## src/rtl/itmr_pkg.sv

```systemverilog
package itmr_pkg;
   localparam int ADDR_W = 6;
   typedef logic [ADDR_W-1:0] reg_addr_t;

   localparam reg_addr_t OFS_CTRL   = 6'h00;
   localparam reg_addr_t OFS_MODE   = 6'h04;
   localparam reg_addr_t OFS_PER_LO = 6'h08;
   localparam reg_addr_t OFS_PER_HI = 6'h0C;
   localparam reg_addr_t OFS_IEN    = 6'h10;
   localparam reg_addr_t OFS_STS    = 6'h1C;
   localparam reg_addr_t OFS_CNT_LO = 6'h20;
   localparam reg_addr_t OFS_CNT_HI = 6'h24;

   localparam int CTRL_GO       = 0;
   localparam int CTRL_HALT     = 8;
   localparam int MODE_CONT     = 0;
   localparam int MODE_ALT      = 3;
   localparam int MODE_PRES_LSB = 8;
endpackage

```

## src/rtl/itmr_regs.sv

```systemverilog
module itmr_regs
   import itmr_pkg::*;
#(
   parameter int DATA_W = 32,
   parameter int PRES_W = 4,
   localparam int CNT_W = 2 * DATA_W
) (
   input  logic              clk,
   input  logic              rst_n,
   input  logic              wr_en,
   input  logic              rd_en,
   input  reg_addr_t         addr,
   input  logic [DATA_W-1:0] wdata,
   output logic [DATA_W-1:0] rdata,
   input  logic [CNT_W-1:0]  count,
   input  logic              evt,
   output logic              go_o,
   output logic              halt_o,
   output logic              cont_o,
   output logic              alt_o,
   output logic [PRES_W-1:0] pres_o,
   output logic [CNT_W-1:0]  period_o,
   output logic              sts_o,
   output logic [DATA_W-1:0] hi_snap_o,
   output logic              irq_o
);
   logic              cont_q, alt_q, ien_q, sts_q;
   logic [PRES_W-1:0] pres_q;
   logic [DATA_W-1:0] per_lo_q, per_hi_q, hi_snap_q;

   logic wr_ctrl, rd_sts, rd_lo;
   assign wr_ctrl = wr_en && (addr == OFS_CTRL);
   assign rd_sts  = rd_en && (addr == OFS_STS);
   assign rd_lo   = rd_en && (addr == OFS_CNT_LO);

   assign go_o   = wr_ctrl && wdata[CTRL_GO];
   assign halt_o = wr_ctrl && wdata[CTRL_HALT];

   always_ff @(posedge clk or negedge rst_n) begin
      if (!rst_n) begin
         cont_q   <= 1'b0;
         alt_q    <= 1'b0;
         pres_q   <= '0;
         per_lo_q <= '0;
         per_hi_q <= '0;
         ien_q    <= 1'b0;
      end else if (wr_en) begin
         case (addr)
            OFS_MODE: begin
               cont_q <= wdata[MODE_CONT];
               alt_q  <= wdata[MODE_ALT];
               pres_q <= wdata[MODE_PRES_LSB +: PRES_W];
            end
            OFS_PER_LO: per_lo_q <= wdata;
            OFS_PER_HI: per_hi_q <= wdata;
            OFS_IEN:    ien_q    <= wdata[0];
            default: ;
         endcase
      end
   end

   // pending flag: halt clears, a new event beats a clearing read
   always_ff @(posedge clk or negedge rst_n) begin
      if (!rst_n)      sts_q <= 1'b0;
      else if (halt_o) sts_q <= 1'b0;
      else if (evt)    sts_q <= 1'b1;
      else if (rd_sts) sts_q <= 1'b0;
   end

   always_ff @(posedge clk or negedge rst_n) begin
      if (!rst_n)     hi_snap_q <= '0;
      else if (rd_lo) hi_snap_q <= count[CNT_W-1:DATA_W];
   end

   always_comb begin
      rdata = '0;
      case (addr)
         OFS_MODE: begin
            rdata[MODE_CONT]                = cont_q;
            rdata[MODE_ALT]                 = alt_q;
            rdata[MODE_PRES_LSB +: PRES_W]  = pres_q;
         end
         OFS_PER_LO: rdata    = per_lo_q;
         OFS_PER_HI: rdata    = per_hi_q;
         OFS_IEN:    rdata[0] = ien_q;
         OFS_STS:    rdata[0] = sts_q;
         OFS_CNT_LO: rdata    = count[DATA_W-1:0];
         OFS_CNT_HI: rdata    = hi_snap_q;
         default: ;
      endcase
   end

   assign cont_o    = cont_q;
   assign alt_o     = alt_q;
   assign pres_o    = pres_q;
   assign period_o  = {per_hi_q, per_lo_q};
   assign sts_o     = sts_q;
   assign hi_snap_o = hi_snap_q;
   assign irq_o     = sts_q & ien_q;
endmodule

```

## src/rtl/itmr_prescale.sv

```systemverilog
module itmr_prescale #(
   parameter int PRES_W = 4
) (
   input  logic              clk,
   input  logic              rst_n,
   input  logic              run,
   input  logic              restart,
   input  logic              src_tick,
   input  logic [PRES_W-1:0] pres,
   output logic              tick_o
);
   logic [PRES_W-1:0] div_q;
   logic              wrap;

   assign wrap   = (div_q == pres);
   assign tick_o = run && src_tick && wrap;

   always_ff @(posedge clk or negedge rst_n) begin
      if (!rst_n)                div_q <= '0;
      else if (restart)          div_q <= '0;
      else if (run && src_tick)  div_q <= wrap ? '0 : div_q + 1'b1;
   end
endmodule

```

## src/rtl/itmr_count.sv

```systemverilog
module itmr_count #(
   parameter int CNT_W = 64
) (
   input  logic             clk,
   input  logic             rst_n,
   input  logic             go,
   input  logic             halt,
   input  logic             tick,
   input  logic             cont,
   input  logic [CNT_W-1:0] period,
   output logic [CNT_W-1:0] count_o,
   output logic             run_o,
   output logic             evt_o
);
   logic [CNT_W-1:0] cnt_q;
   logic             run_q, at_end;

   assign at_end = (cnt_q == period);
   assign evt_o  = tick && at_end && !go && !halt;

   always_ff @(posedge clk or negedge rst_n) begin
      if (!rst_n) begin
         cnt_q <= '0;
         run_q <= 1'b0;
      end else if (halt) begin
         cnt_q <= '0;
         run_q <= 1'b0;
      end else if (go) begin
         cnt_q <= '0;
         run_q <= 1'b1;
      end else if (tick) begin
         if (!at_end)   cnt_q <= cnt_q + 1'b1;
         else if (cont) cnt_q <= '0;
         else           run_q <= 1'b0;
      end
   end

   assign count_o = cnt_q;
   assign run_o   = run_q;
endmodule

```

## src/rtl/interval_timer64.sv

```systemverilog
module interval_timer64
   import itmr_pkg::*;
#(
   parameter int DATA_W = 32,
   parameter int PRES_W = 4,
   localparam int CNT_W = 2 * DATA_W
) (
   input  logic              clk,
   input  logic              rst_n,
   input  logic              alt_tick_i,
   input  logic              wr_en,
   input  logic              rd_en,
   input  logic [5:0]        addr,
   input  logic [DATA_W-1:0] wdata,
   output logic [DATA_W-1:0] rdata,
   output logic              irq
);
   if (PRES_W < 1 || PRES_W > 4) begin : g_bad_pres
      $error("interval_timer64: PRES_W must lie in 1..4");
   end
   if (DATA_W < MODE_PRES_LSB + PRES_W) begin : g_bad_width
      $error("interval_timer64: DATA_W too narrow for the mode fields");
   end

   logic              go, halt, cont_mode, alt_mode, src_tick, tick, evt, running, sts_q;
   logic [PRES_W-1:0] pres;
   logic [CNT_W-1:0]  period, count_q;
   logic [DATA_W-1:0] hi_snap;

   assign src_tick = alt_mode ? alt_tick_i : 1'b1;

   itmr_regs #(.DATA_W(DATA_W), .PRES_W(PRES_W)) u_regs (
      .clk(clk), .rst_n(rst_n), .wr_en(wr_en), .rd_en(rd_en), .addr(addr),
      .wdata(wdata), .rdata(rdata), .count(count_q), .evt(evt),
      .go_o(go), .halt_o(halt), .cont_o(cont_mode), .alt_o(alt_mode),
      .pres_o(pres), .period_o(period), .sts_o(sts_q), .hi_snap_o(hi_snap),
      .irq_o(irq)
   );

   itmr_prescale #(.PRES_W(PRES_W)) u_pres (
      .clk(clk), .rst_n(rst_n), .run(running), .restart(go | halt),
      .src_tick(src_tick), .pres(pres), .tick_o(tick)
   );

   itmr_count #(.CNT_W(CNT_W)) u_count (
      .clk(clk), .rst_n(rst_n), .go(go), .halt(halt), .tick(tick),
      .cont(cont_mode), .period(period), .count_o(count_q),
      .run_o(running), .evt_o(evt)
   );
endmodule

```

## config.mk

```make
export PLATFORM = sky130hd
export DESIGN_NAME = interval_timer64
export DESIGN_NICKNAME = d
export VERILOG_FILES = /design/src/rtl/itmr_pkg.sv /design/src/rtl/itmr_regs.sv /design/src/rtl/itmr_prescale.sv /design/src/rtl/itmr_count.sv /design/src/rtl/interval_timer64.sv
export SDC_FILE = /design/constraint.sdc
export NUM_CORES = 1
export LEC_CHECK = 0
export BUFFER_PORTS_ARGS = -buffer_cell sky130_fd_sc_hd__buf_4
export CAP_MARGIN = 30
export CORE_ASPECT_RATIO = 0.75
export CORE_UTILIZATION = 40
export CTS_CLUSTER_DIAMETER = 30
export DETAILED_ROUTE_END_ITERATION = 7
export PLACE_DENSITY_LB_ADDON = 0.08
export SYNTH_ARGS = -nofsm -noshare
export SYNTH_HDL_FRONTEND = slang
export SYNTH_SLANG_ARGS = --single-unit
```

## constraint.sdc

```tcl
create_clock -name clk -period 2.3 [get_ports clk]
set_clock_uncertainty 0.1 [all_clocks]
set_input_delay 0.115 -clock clk [delete_from_list [all_inputs] [get_ports clk]]
set_output_delay 0.115 -clock clk [all_outputs]
set_load 0.005 [all_outputs]
```

Yosys cells after proc, flatten, opt, wreduce, memory -nomap -nowiden

Cells that the tools add are included.

Register bits after elaboration: 173
Input port bits: 43
Output and inout port bits: 33
Logic and storage cells: 72

Add/sub/neg operators: 2
Eq/ne operators: 11
Mux-type cells: 23
Bitwise gates (word level): 2
Reductions and logical operators: 23

Operator list:

| cell                  | count |
|---|---|
| $mux 64               | 5 |
| $pmux 20 s4           | 1 |
| $add 64x1->64 const B | 1 |
| $eq 64x64->1          | 1 |
| $pmux 4 s5            | 1 |
| $pmux 4 s4            | 1 |
| $eq 6x4->1 const B    | 2 |
| $eq 6x5->1 const B    | 2 |
| $eq 6x6->1 const B    | 2 |
| $mux 4                | 3 |
| $logic_and 1x1->1     | 10 |
| $reduce_and 2->1      | 5 |
| $mux 1                | 9 |
| $reduce_bool 3->1     | 3 |
| $pmux 2 s4            | 1 |
| $pmux 1 s7            | 1 |
| $eq 6x3->1 const B    | 1 |
| $logic_not 6->1       | 1 |
| $pmux 1 s5            | 1 |
| $add 4x1->4 const B   | 1 |
| $eq 4x4->1            | 1 |
| $ne 4x4->1 const B    | 1 |
| $ne 3x3->1 const B    | 1 |
| $reduce_and 3->1      | 1 |
| other kinds (4)       | 5 |

Logic depth before layout (Yosys ltp)

Gate-level depths: netlist (run 1).

Word-level depth: 8
Depth in mapped cells: 11
Mapped depth without buffers: 8

Cells and area by module

A second synthesis (run 1) with hierarchy kept.

Cell total of the unflattened synthesis: 966
Area total of the unflattened synthesis: 10,017.1 um^2

Modules (own cells, without submodules):

| module           | instances | cells an instance | area each (um^2) | seq. area each (um^2) |
|---|---|---|---|---|
| itmr_regs        | 1         | 363               | 4,952.2          | 2,602.5 |
| itmr_count       | 1         | 573               | 4,789.6          | 1,626.6 |
| itmr_prescale    | 1         | 28                | 262.8            | 100.1 |
| interval_timer64 | 1         | 2                 | 12.5             | 0.0 |

Worst setup path after synthesis (run 1)

No wires, ideal clock.

Path type: flip-flop to flip-flop
Start point: register u_count.cnt_q[0], in the netlist u_count.count_o[0]
End point: register u_count.cnt_q[44], in the netlist u_count.count_o[44]
Library setup time: 126 ps
Data arrival time: 2,043 ps
Data required time: 2,074 ps
Slack: 31 ps
Stages on the path, launching flop included: 9
Path buffers: 0
Period minus slack after synthesis: 2,269 ps
Cell sequence: dfrtp_1 ha_1 nand3_1 nor3_4 nand2_2 nor3_2 nand2_1 and3_1 a221o_1

Word-level cells in the longest chain between the ends: 5
Elaborated cells between the ends (all ways): 8
Classes of those cells: add/sub: 1; eq/ne: 2; mux: 4; reduce/logical: 1

RTL lines:

| element                                              | RTL line                           | source |
|---|---|---|
| from (decl)                                          | itmr_count.sv:15                   | `logic [CNT_W-1:0] cnt_q;` |
| from (signal assigned)                               | itmr_count.sv:32                   | `if (!at_end) cnt_q <= cnt_q + 1'b1;` |
| $add 64x1->64 / $eq 64x64->1 (equally long branches) | itmr_count.sv:32, itmr_count.sv:18 |  |
| $mux 64                                              | itmr_count.sv:32                   |  |
| $mux 64                                              | itmr_count.sv:31                   | `end else if (tick) begin` |
| $mux 64                                              | itmr_count.sv:28                   | `end else if (go) begin` |
| $mux 64                                              | itmr_count.sv:25                   | `end else if (halt) begin` |

Parallel ways exist; a longest one is shown, timed or not. The select of a mux whose other input is x is not followed.
A chain may end at the register's enable or synchronous reset.

Final worst setup path (run 1)

Start point: register u_count.cnt_q[9], in the netlist u_count.count_o[9]
End point: register u_count.cnt_q[29], in the netlist u_count.count_o[29]

The elaborated chain is that of the path after synthesis.

==> results.rst, run 1 <==
.. list-table::
   :header-rows: 1

   * - Metric
     - Value
   * - Number of DRC markers after the initial detailed-route iteration
     - between 900 and 1000
   * - Share of synthesized registers carrying an async set or reset
     - 1.00
   * - Avg Cell Area, Syn
     - between 10 and 15 um^2
   * - Total number of vias
     - a little under 9000
   * - Mean routed wirelength per cell
     - roughly 23 um
   * - Number of placed cells counting well taps
     - 1460
   * - Top cell by count, worst path
     - a21o_1
   * - Slew at the pin closest to its max-slew limit
     - slightly above 600 ps
   * - Summed negative setup slack over all endpoints
     - -17970 ps
   * - Cell Area, Placed
     - between 10000 and 15000 um^2
   * - Clock Path Buffers
     - 2
   * - Final Wtd Congestion
     - 0.899
   * - Detailed-route wire length on metal 1
     - roughly 18000 um
   * - Clock edge transition at the registers on the reported setup and hold paths
     - around 80 ps
   * - Number of antenna violations at the first check in global routing
     - 0
   * - Grt total ovfl
     - 0
   * - Final-report max-slew violation count
     - 0
   * - Share of the yosys chip area belonging to registers
     - 0.455
   * - Dpl ws
     - -457 ps
   * - Top-Level Pins
     - 76
   * - Delay contributed by the slowest stage of the critical path
     - 410 ps
   * - Met2 WL
     - between 10000 and 15000 um
   * - Final worst hold slack
     - slightly above 40 ps
   * - Share of the clock period used by the worst path
     - 1.16
   * - Number of inserted diodes
     - 0
   * - Final #Nets
     - ~1300
   * - Layout cell share with drive strength beyond 1
     - 0.419
   * - Leakage power of the design
     - about 6.5 nW
   * - Endpoints failing setup
     - 65
   * - Top-area cell type share of the netlist area
     - 0.455
   * - Root buffer cell
     - clkbuf_16
   * - Hold violation count in the final report
     - 0
   * - Max-capacitance violation count
     - 0
   * - Clock tree from TritonCTS
     - built
   * - Area overhead of the layout relative to synthesis
     - 41.7%
   * - Cell chain of the critical path
     - xnor2_2, nand4_1, nor4_4, buf_4, nand4_4, o31ai_4, buf_6, buf_12, a21o_1, a21o_1
   * - Met3 Routed Length
     - between 3000 and 4000 um
   * - Cell variety after synth
     - a little under 60
   * - CP required
     - roughly 2600 ps
   * - Max Fclk
     - approximately 370 MHz
   * - WS Path Type
     - flip-flop to flip-flop
   * - Clk sink count
     - between 150 and 200
   * - Routed via count divided by cell count
     - between 5 and 6
   * - Worst slew slack as a fraction of its limit
     - 0.596
   * - Die Ht
     - between 100 and 150 um
   * - Layout Utilization
     - 0.581
   * - Tot Pwr
     - ~8.7 mW
   * - Die width
     - ~180 um
   * - Die Outline Area
     - ~24000 um^2
   * - Slowest stage cell, crit path
     - dfrtp_1
   * - Pwr Density
     - 647 nW/um^2
   * - Unrepaired setup endpoints after global routing
     - yes
   * - Synth warnings
     - 0
   * - Final cell count without fillers
     - around 1500
   * - Synthesized net count
     - about 1000
   * - First-pass iteration count of the detailed router
     - 5
   * - Main area contributors after synthesis
     - dfrtp_1, mux2_2, xnor2_1
   * - Number of standard-cell rows in the floorplan
     - 48
   * - Final critical path time including I/O delays and setup
     - 2670 ps
   * - Top cell type by total area after synthesis
     - dfrtp_1
   * - Tightest Hold Check Type
     - primary input to flip-flop
   * - CTS buffer count
     - 17
   * - Violated checks
     - setup timing
   * - CP bufs+invs
     - 3
   * - Max Fanout on Critical Path
     - 5
   * - Post-Route WL
     - between 30000 and 40000 um
   * - Total track usage
     - 0.299
   * - Wire length of the first global-routing pass
     - 52600 um
   * - H-tree depth
     - 4
   * - Cell Area, Synth
     - approximately 9500 um^2
   * - Number of enable-type register cells in the synthesized netlist
     - 0
   * - Starting density of the core
     - 0.410
   * - Startpoint type of the worst setup path
     - flip-flop
   * - Worst setup EP type
     - flip-flop
   * - Arr. time, crit path
     - 2950 ps
   * - Seq cells post-synth
     - between 150 and 200
   * - Peak ir drop on the vdd network
     - about 0.00058 V
   * - Syn Inst Count
     - 926
   * - Pin count of the biggest net entering global routing
     - 62
   * - Number of nets with antenna violations after detailed routing
     - 0
   * - Run status
     - finished with violations
   * - Flip-flop cell with the highest count after synthesis
     - dfrtp_1
   * - Number of port buffers
     - 75
   * - Vias in the first global route
     - roughly 8200
   * - Post-detail-place hpwl
     - 26000 um
   * - Number of design rule violations left after detail routing
     - 0
   * - Highest metal layer with signal wires
     - met4
   * - Crit-path leading delay family
     - simple AND/OR/NAND/NOR gates
   * - Latest clock arrival within the worst-skew pair
     - 450 ps
   * - Total non-filler cell area in the finished layout
     - ~13000 um^2
   * - Area of the placeable core
     - 23200 um^2
   * - Crit path setup slack, layout
     - -374 ps
[power by group]
| part | internal [mW] | switching [mW] | leakage [nW] |
|---|---|---|---|
| Sequential | 3.32 | 0.305 | 2.34 |
| Combinational | 1.16 | 1.12 | 3.85 |
| Clock | 1.45 | 1.34 | 0.262 |
| Total | 5.94 | 2.77 | 6.46 |
[cell type report]
| type | instances | area [um^2] |
|---|---|---|
| timing repair buffer | 355 | 3070 |
| clock buffer | 21 | 460 |
| tap | 300 | 375 |
| fill | 2012 | 9710 |
| multi-input combinational | 670 | 5090 |
| sequential | 173 | 4330 |
| clock inverter | 11 | 83.8 |
| inverter | 14 | 52.6 |
[repair_timing]
item	in CTS	in global routing
endpoints found under the hold margin	241	0
resized for setup	46	34
hold buffers	34	0
endpoints found under the setup margin	66	65
setup buffers	8	3
pin swaps	18	23
gates cloned	2	5
[Yosys cell counts (4+ instances only)]
cell / n
o311ai_1: 5
buf_2: 38
mux2i_1: 8
nand3_1: 55
o31ai_1: 4
o21ai_0: 18
and3_1: 25
a21o_1: 15
inv_1: 14
a211o_1: 8
a21oi_1: 23
o211ai_1: 5
a22oi_1: 60
xor2_1: 7
or3_1: 11
nand2_1: 97
a221o_1: 5
buf_1: 5
nor4_2: 7
mux2_2: 99
and2_1: 7
a222oi_1: 7
nor3_1: 22
clkbuf_1: 20
nor2_1: 29
and4_1: 5
nand4_1: 36
xnor2_1: 64
dfrtp_1: 173
[worst paths after layout]
| path | from | to | slack [ps] | depth (start not counted) |
|---|---|---|---|---|
| worst max-delay path | u_count.count_o[9] | u_count.count_o[29] | -370 | 10 |
| worst min-delay path | alt_tick_i | u_pres.div_q[1] | 40 | 4 |
| worst max register to register | u_count.count_o[9] | u_count.count_o[29] | -370 | 10 |
| worst min register to register | u_regs.hi_snap_o[19] | u_regs.hi_snap_o[19] | 400 | 2 |
| max in group asynchronous | rst_n | u_count.count_o[38] | 1320 | 3 |
| min in group asynchronous | rst_n | u_count.count_o[60] | 80 | 2 |
[per-layer routing]
metal,vias up,GRT usage
met5,-,0
li1,4023,-
met3,33,0.0702
met2,404,0.386
met4,0,0.0845
met1,4342,0.480
[kinds of logic after synthesis]
| family | after synthesis | share of synthesized area |
|---|---|---|
| xor gates and xnor gates | 71 | 0.0654 |
| adders and majority gates | 2 | 0.00263 |
| DFF | 173 | 0.455 |
| and+or+nand+nor | 318 | 0.179 |
| muxes | 107 | 0.126 |
| AOI/OAI and AO/OA | 172 | 0.131 |
| buffers and inverters | 83 | 0.0404 |
[sequential cells by signal, summed over array words and instances, names as in the netlist]
register and cells:
u_regs.ien_q 1, u_regs.sts_o 1, u_regs.per_lo_q 32, u_count.count_o 64
u_regs.pres_o 4, u_pres.div_q 4, u_count.run_o 1, u_regs.alt_o 1
u_regs.per_hi_q 32, u_regs.cont_o 1, u_regs.hi_snap_o 32
[tightest hold or removal path, stage by stage]
cell,delay [ps]
buf_4,80
o21ai_0,110
a21oi_1,160
nor2_1,60
[cells in the final DEF, fill, tap and decap left out, types with 12 or more instances in the layout]
| master | netlist | final |
|---|---|---|
| a21o_1 | 15 | 15 |
| a21oi_1 | 23 | 13 |
| a22oi_1 | 60 | 60 |
| and3_1 | 25 | 21 |
| buf_12 | 0 | 12 |
| buf_4 | 2 | 292 |
| clkbuf_16 | 0 | 22 |
| dfrtp_1 | 173 | 170 |
| dlygate4sd3_1 | 0 | 34 |
| inv_1 | 14 | 14 |
| mux2_2 | 99 | 99 |
| nand2_1 | 97 | 94 |
| nand3_1 | 55 | 51 |
| nand4_1 | 36 | 36 |
| nor2_1 | 29 | 25 |
| nor3_1 | 22 | 21 |
| xnor2_1 | 64 | 51 |
| xnor2_2 | 0 | 13 |
No activity file was read; power rests on OpenSTA's default activity.
==> run 2, diff against run 1 <==
Settings changed: CTS_BUF_LIST from default to sky130_fd_sc_hd__clkbuf_16.
==> run 2 against run 1 <==
- the run still ends with setup timing left
- routed wire length rose by 0.24%
- sequential cell count did not move
- power fell by 0.52%
- via count barely moved
- final cell count rose by 0.13%
- utilization rose by 0.12 points
- sequential power barely moved
- sequential share of layout area fell by 0.066 points
- cell area rose by 0.20%
- non-clock buffer count rose by 2
==> results.rst, run 2 (synthesis gave the netlist of run 1 again) <==
.. list-table::
   :header-rows: 1

   * - Metric
     - Value
   * - Run status
     - finished with violations
   * - Violated checks
     - setup timing
   * - Tightest Hold Check Type
     - primary input to flip-flop
   * - Final Wtd Congestion
     - 0.899 (unchanged)
   * - Unrepaired setup endpoints after global routing
     - yes
   * - Grt total ovfl
     - 0 (unchanged)
   * - Total number of vias
     - 8805 (+0.034%)
   * - CTS buffer count
     - 17 (unchanged)
   * - Max Fanout on Critical Path
     - 5 (unchanged)
   * - Total track usage
     - 0.299 (about the same)
   * - Number of DRC markers after the initial detailed-route iteration
     - 935 (-2.7%)
   * - Number of port buffers
     - 75 (unchanged)
   * - Number of nets with antenna violations after detailed routing
     - 0 (unchanged)
   * - Worst slew slack as a fraction of its limit
     - 0.607 (+0.0117)
   * - Die width
     - 180 um (unchanged)
   * - Net Switching
     - 2.77 mW (about the same)
   * - WS Path Type
     - flip-flop to flip-flop
   * - Clock tree from TritonCTS
     - built
   * - Hold violation count in the final report
     - 0 (unchanged)
   * - Number of standard-cell rows in the floorplan
     - 48 (unchanged)
   * - Top-Level Pins
     - 76 (unchanged)
   * - Final worst hold slack
     - 40.3 ps (-0.256 ps)
   * - Part of the power in registers
     - 0.419 (+0.003)
   * - Mean routed wirelength per cell
     - 23.3 um (+0.11%)
   * - Cell Area, Placed
     - 12000 um^2 (unchanged)
   * - Peak ir drop on the vdd network
     - 0.000574 V (-0.12%)
   * - H-tree depth
     - 4 (unchanged)
   * - Clock Path Buffers
     - 2 (unchanged)
   * - Final #Nets
     - 1278 (+0.16%)
   * - Clock edge transition at the registers on the reported setup and hold paths
     - 80 ps (about the same)
   * - Pin count of the biggest net entering global routing
     - 62 (unchanged)
   * - Vias in the first global route
     - 8201 (+0.31%)
   * - Latest clock arrival within the worst-skew pair
     - 450 ps (about the same)
   * - Total non-filler cell area in the finished layout
     - 13500 um^2 (+0.20%)
   * - Worst setup EP type
     - flip-flop
   * - Layout cell share with drive strength beyond 1
     - 0.421 (+0.00174)
   * - Post-Route WL
     - 36000 um (+0.24%)
   * - Leakage power of the design
     - 6.47 nW (+0.27%)
   * - Routed via count divided by cell count
     - 5.70 (about the same)
   * - Switching portion of total power
     - 0.320 (+0.00173)
   * - Final critical path time including I/O delays and setup
     - 2660 ps (-9.51 ps)
   * - Proportion of power drawn by combinational gates
     - 0.268 (+0.006)
   * - First-pass iteration count of the detailed router
     - 5 (unchanged)
   * - Final-report max-slew violation count
     - 0 (unchanged)
   * - Internal power
     - 5.89 mW (-0.77%)
   * - Clock network fraction of design power
     - 0.313 (-0.008)
   * - Root buffer cell
     - clkbuf_16
   * - Number of inserted diodes
     - 0 (unchanged)
   * - Pwr Density
     - 642 nW/um^2 (-0.72%)
   * - Flip-flop count of the largest register, all copies and words added
     - 64 (unchanged)
   * - Clk sink count
     - 173 (unchanged)
   * - Crit path setup slack, layout
     - -364 ps (+9.51 ps)
   * - Layout fillers
     - 2005 (-0.35%)
   * - Max Fclk
     - 375 MHz (+0.36%)
   * - Summed negative setup slack over all endpoints
     - -17810 ps (+158 ps)
   * - Slew at the pin closest to its max-slew limit
     - 589 ps (-17.6 ps)
   * - Leading cell type in the layout, fill and taps excluded
     - buf_4
   * - Share of the clock period used by the worst path
     - 1.16 (-0.00414)
   * - Endpoints failing setup
     - 65 (unchanged)
   * - Dpl ws
     - -457 ps (unchanged)
   * - Die Outline Area
     - 24400 um^2 (unchanged)
   * - Wire length of the first global-routing pass
     - 52600 um (about the same)
   * - Startpoint type of the worst setup path
     - flip-flop
   * - Arr. time, crit path
     - 2940 ps (about the same)
   * - Area overhead of the layout relative to synthesis
     - 42.0%
   * - Number of antenna violations at the first check in global routing
     - 0 (unchanged)
   * - Max-capacitance violation count
     - 0 (unchanged)
   * - Area of the placeable core
     - 23200 um^2 (unchanged)
   * - Starting density of the core
     - 0.410 (unchanged)
   * - Die Ht
     - 136 um (unchanged)
   * - Post-detail-place hpwl
     - 26000 um (unchanged)
   * - Leading cell types in the layout, fill and taps excluded
     - buf_4, dfrtp_1, mux2_2
   * - Layout Utilization
     - 0.582 (+0.00119)
   * - CP required
     - 2580 ps (about the same)
   * - Number of design rule violations left after detail routing
     - 0 (unchanged)
## run 2: what timing repair did
action | in CTS | in global routing
endpoints found under the hold margin | 241 | 0
endpoints found under the setup margin | 66 | 65
pin swaps | 18 | 25
gates cloned | 2 | 6
hold buffers | 34 | 0
gates resized for setup | 45 | 44
buffers inserted | 8 | 5
## run 2: layout make-up
cell class	instances	area [um^2]	area share
Clock buffer	17	425	0.0315
Clock inverter	15	98.8	0.00732
Tap cell	300	375	0.0278
Inverter	14	52.6	0.00389
Timing Repair Buffer	357	3100	0.230
Multi-Input combinational cell	670	5110	0.379
Sequential cell	173	4330	0.321
## run 2: power groups by stage
stage	Combinational [mW]	Clock, mW	Sequential [mW]
2_1_floorplan	0.824	0	3.61
3_3_place_gp	1.90	0	3.65
3_5_place_dp	1.92	0	3.65
4_1_cts	2.14	2.74	3.61
5_1_grt	2.47	2.86	3.65
6_report	2.32	2.71	3.63
## run 2: worst paths after layout
path	start	endpoint	slack, ps	cells past startpoint
worst max register to register	u_count.count_o[9]	u_count.count_o[29]	-360	10
worst min register to register	u_regs.hi_snap_o[19]	u_regs.hi_snap_o[19]	400	2
min in group asynchronous	rst_n	u_regs.per_hi_q[23]	80	2
max in group asynchronous	rst_n	u_count.count_o[38]	1310	3
worst min-delay path	alt_tick_i	u_pres.div_q[1]	40	4
worst max-delay path	u_count.count_o[9]	u_count.count_o[29]	-360	10
## run 2: through the flow
stage	total power, mW	cells
2_1_floorplan	4.43	926
3_3_place_gp	5.55	1459
3_5_place_dp	5.57	1460
4_1_cts	8.49	1536
5_1_grt	8.98	1546
6_report	8.67	1546
## run 2: per-layer routing
layer | global-route usage | part of all wire | up-vias
li1 | - | - | 4022
met1 | 0.476 | 0.50 | 4361
met2 | 0.385 | 0.39 | 389
met3 | 0.0780 | 0.091 | 33
met4 | 0.0850 | 0.015 | 0
met5 | 0 | 0 | -
## run 2: critical path, stage by stage (launching register included)
cell and delay (ps):
dfrtp_1 410, xnor2_2 270, nand4_1 270, nor4_4 410, buf_4 190, nand4_4 110, o31ai_4 220, buf_6 220
buf_12 140, a21o_1 80, a21o_1 180
==> run 3, diff against run 2 <==
Settings changed: SYNTH_HIERARCHICAL from default to 1.
==> run 3 against run 2 <==
- first-iteration DRC count down 16%
- count of clock-buffer cells in the layout unchanged
- routed wire length increased by 4.7%
- clock power rose by 5%
- critical path depth shrank 1
- combinational power is 42% lower
- the run still ends with setup timing left
- sequential power fell by 3%
- hold slack lost 21 ps
- area after synthesis is 5.3% higher
- critical endpoint is now u_count/count_o[46]
- power is 11% lower
==> results.rst, run 3 <==
.. list-table::
   :header-rows: 1

   * - Metric
     - Value
   * - Die Ht
     - 139 um (+2.6%)
   * - Number of enable-type register cells in the synthesized netlist
     - 0 (unchanged)
   * - Dpl ws
     - -540 ps (-83.6 ps)
   * - Latest clock arrival within the worst-skew pair
     - 440 ps (about the same)
   * - Starting density of the core
     - 0.413 (+0.00241)
   * - Number of DRC markers after the initial detailed-route iteration
     - 781 (-16%)
   * - Launch instance of the worst min-delay path
     - addr[5]
   * - CP required
     - 2520 ps (-60 ps)
   * - Unrepaired setup endpoints after global routing
     - yes
   * - Hold violation count in the final report
     - 0 (unchanged)
   * - Crit-path leading delay family
     - simple AND/OR/NAND/NOR gates
   * - Worst setup EP type
     - flip-flop
   * - CTS buffer count
     - 17 (unchanged)
   * - Startpoint type of the worst setup path
     - flip-flop
   * - Leading cell type in the layout, fill and taps excluded
     - buf_4
   * - Most frequent cell after synthesis
     - dfrtp_1
   * - Number of port buffers
     - 75 (unchanged)
   * - Worst reg-to-reg setup slack
     - -170 ps (+200 ps)
   * - Top cell type by total area after synthesis
     - dfrtp_1
   * - Slew at the pin closest to its max-slew limit
     - 802 ps (+213 ps)
   * - Endpoints failing setup
     - 63 (-3.1%)
   * - Die width
     - 185 um (+2.6%)
   * - Max-capacitance violation count
     - 0 (unchanged)
   * - Violated checks
     - setup timing
   * - Final-report max-slew violation count
     - 0 (unchanged)
   * - Clock Path Buffers
     - 2 (unchanged)
   * - Layout cell share with drive strength beyond 1
     - 0.443 (+0.0221)
   * - Number of design rule violations left after detail routing
     - 0 (unchanged)
   * - Synth warnings
     - 6 (+6)
   * - Mean routed wirelength per cell
     - 22.7 um (-2.8%)
   * - Wire length of the first global-routing pass
     - 56900 um (+8.2%)
   * - Total track usage
     - 0.301 (+0.00250)
   * - Slowest stage cell, crit path
     - dfrtp_2
   * - Delay contributed by the slowest stage of the critical path
     - 470 ps (+60 ps)
   * - Number of standard-cell rows in the floorplan
     - 49 (+2.1%)
   * - Share of the clock period used by the worst path
     - 1.07 (-0.0858)
   * - Cell Area, Synth
     - 10000 um^2 (+5.3%)
   * - Final cell count without fillers
     - 1664 (+7.6%)
   * - Vias in the first global route
     - 9222 (+12%)
   * - Run status
     - finished with violations
   * - Routed via count divided by cell count
     - 5.65 (-0.81%)
   * - Flip-flop count of the largest register, all copies and words added
     - 64 (unchanged)
   * - Clock tree from TritonCTS
     - built
   * - CP bufs+invs
     - 2 (-1)
   * - Avg Cell Area, Syn
     - 10.4 um^2 (+0.98%)
   * - Area overhead of the layout relative to synthesis
     - 44.9%
   * - Cell variety after synth
     - 64 (+10%)
   * - End of the worst register-to-register path
     - u_count/count_o[46]
   * - Root buffer cell
     - clkbuf_16
   * - End point of the most critical hold path
     - u_regs/ien_q
   * - Number of placed cells counting well taps
     - 1565 (+7.2%)
   * - Final critical path time including I/O delays and setup
     - 2470 ps (-197 ps)
   * - Top-area cell type share of the netlist area
     - 0.432 (-0.0231)
   * - Arr. time, crit path
     - 2690 ps (-250 ps)
   * - Max Fclk
     - 405 MHz (+8.0%)
   * - Seq cells post-synth
     - 173 (unchanged)
   * - Max Fanout on Critical Path
     - 6 (+1)
   * - Leakage power of the design
     - 6.70 nW (+3.5%)
   * - Number of inserted diodes
     - 0 (unchanged)
   * - Worst slew slack as a fraction of its limit
     - 0.463 (-0.144)
   * - Share of synthesized registers carrying an async set or reset
     - 1.00 (unchanged)
   * - Clk sink count
     - 173 (unchanged)
   * - Leading cell types in the layout, fill and taps excluded
     - buf_4, dfrtp_1, mux2_2
   * - Syn Inst Count
     - 966 (+4.3%)
   * - Final Wtd Congestion
     - 0.924 (+2.7%)
   * - Area of the placeable core
     - 24300 um^2 (+4.7%)
   * - Final worst hold slack
     - 19.5 ps (-20.8 ps)
   * - Pin count of the biggest net entering global routing
     - 52 (-16%)
   * - Final #Nets
     - 1365 (+6.8%)
   * - Number of cells traversed by the worst hold path
     - 4 (unchanged)
   * - Total number of vias
     - 9400 (+6.8%)
   * - Peak ir drop on the vdd network
     - 0.000523 V (-9.0%)
   * - Tightest Hold Check Type
     - primary input to flip-flop
   * - Flip-flop cell with the highest count after synthesis
     - dfrtp_1
   * - Clock edge transition at the registers on the reported setup and hold paths
     - 70 ps (about the same)
   * - Synthesized net count
     - 1011 (+4.1%)
   * - Grt total ovfl
     - 0 (unchanged)
   * - Number of nets with antenna violations after detailed routing
     - 0 (unchanged)
   * - Cell chain of the critical path
     - xnor2_4, nand4_1, nor4_2, buf_4, nand4_4, nand3_4, buf_6, nor3_2, a211o_1
   * - Length in cells of the worst reg-to-reg path
     - 9 (-1)
   * - WS Path Type
     - flip-flop to flip-flop
   * - Worst R2R Start
     - u_regs/per_lo_q[12]
   * - First-pass iteration count of the detailed router
     - 6 (+1)
   * - Number of antenna violations at the first check in global routing
     - 0 (unchanged)
   * - Share of the yosys chip area belonging to registers
     - 0.432 (-0.0231)
   * - Crit path setup slack, layout
     - -167 ps (+197 ps)
   * - Tot Pwr
     - 7.72 mW (-11%)
   * - Leading post-synthesis cells by instance count
     - dfrtp_1, mux2_2, xnor2_1, nand2_1, nand3_1
   * - Die Outline Area
     - 25700 um^2 (+5.3%)
   * - Main area contributors after synthesis
     - dfrtp_1, mux2_2, xnor2_1
   * - Post-detail-place hpwl
     - 26500 um (+2.2%)
   * - Top-Level Pins
     - 76 (unchanged)
   * - H-tree depth
     - 4 (unchanged)
   * - Pwr Density
     - 532 nW/um^2 (-17%)
   * - Post-Route WL
     - 37700 um (+4.7%)
==> run 3: cell count changes after synthesis, moves of 11 or more <==
cell     delta
mux2i_1    +32
o21ai_0    -12
a22oi_1    -54
nor3_1     +34
o21ai_1    +24
a21oi_1    +11
a221o_1    +24
nand2_1    -37
==> run 3: logic make-up (layout without fill, tap and decap cells) <==
kind of cell	count (synthesis)	in the layout	share of synthesized area
buf+inv	88	455	0.0432
xor+xnor	68	68	0.0602
flops	173	173	0.432
fa+ha+maj	2	2	0.00250
simple gates	335	335	0.194
compound gates	152	152	0.106
mux	148	148	0.161
==> run 3: how the worst max path moves through the flow <==
stage	slack (ps)	end	startpoint	depth (start not counted)
after floorplan	30	u_count/count_o[57]	u_count/count_o[17]	10
after global placement	-520	u_count/count_o[40]	u_regs/per_lo_q[12]	9
after detailed placement	-540	u_count/count_o[49]	u_regs/per_lo_q[12]	8
after CTS	-130	u_count/count_o[49]	u_regs/per_lo_q[12]	8
after global routing	-220	u_count/count_o[55]	u_count/count_o[0]	9
final	-170	u_count/count_o[46]	u_regs/per_lo_q[12]	9
==> run 3: per-stage QoR <==
step                      setup TNS, ps  area [um^2]  utilization
after detailed placement         -28970        12700        0.524
after global routing             -11120        14500        0.598
after CTS                         -4420        14300        0.587
after global placement           -27850        12700        0.524
after floorplan                       0        10000            -
final                             -6590        14500        0.598
==> run 3: layout make-up <==
type	count	area, um^2
Tap cell	331	414
Clock inverter	15	133
Inverter	24	90.1
Fill cell	2130	9760
Sequential cell	173	4330
Multi-Input combinational cell	705	5640
Clock buffer	17	425
Timing Repair Buffer	399	3480
==> run 3: worst register-to-register path, stage by stage, from the launching register on <==
cell and delay, ps:
dfrtp_2 470, xnor2_4 260, nand4_1 240, nor4_2 280
buf_4 190, nand4_4 150, nand3_4 190, buf_6 160
nor3_2 50, a211o_1 270
==> run 3: metal layers <==
metal | wire [um] | vias up | global-route usage
met1 | 18000 | 4692 | 0.449
met2 | 16300 | 355 | 0.437
met3 | 2760 | 40 | 0.0662
met4 | 723 | 0 | 0.0805
met5 | 0 | - | 0
li1 | - | 4313 | -
==> run 3: power breakdown <==
part | leakage, nW | switching, mW | total, mW | internal [mW]
clock network | 0.275 | 1.28 | 2.85 | 1.58
registers | 2.22 | 0.239 | 3.53 | 3.29
logic | 4.20 | 0.591 | 1.34 | 0.749
total | 6.70 | 2.11 | 7.72 | 5.61
==> run 3: what timing repair did <==
action | in CTS | in global routing
gates cloned | 7 | 3
endpoints found under the hold margin | 207 | 0
buffers inserted | 15 | 7
setup endpoints to repair | 66 | 76
gates resized for setup | 66 | 36
hold buffers | 36 | 0
pin swaps | 20 | 31
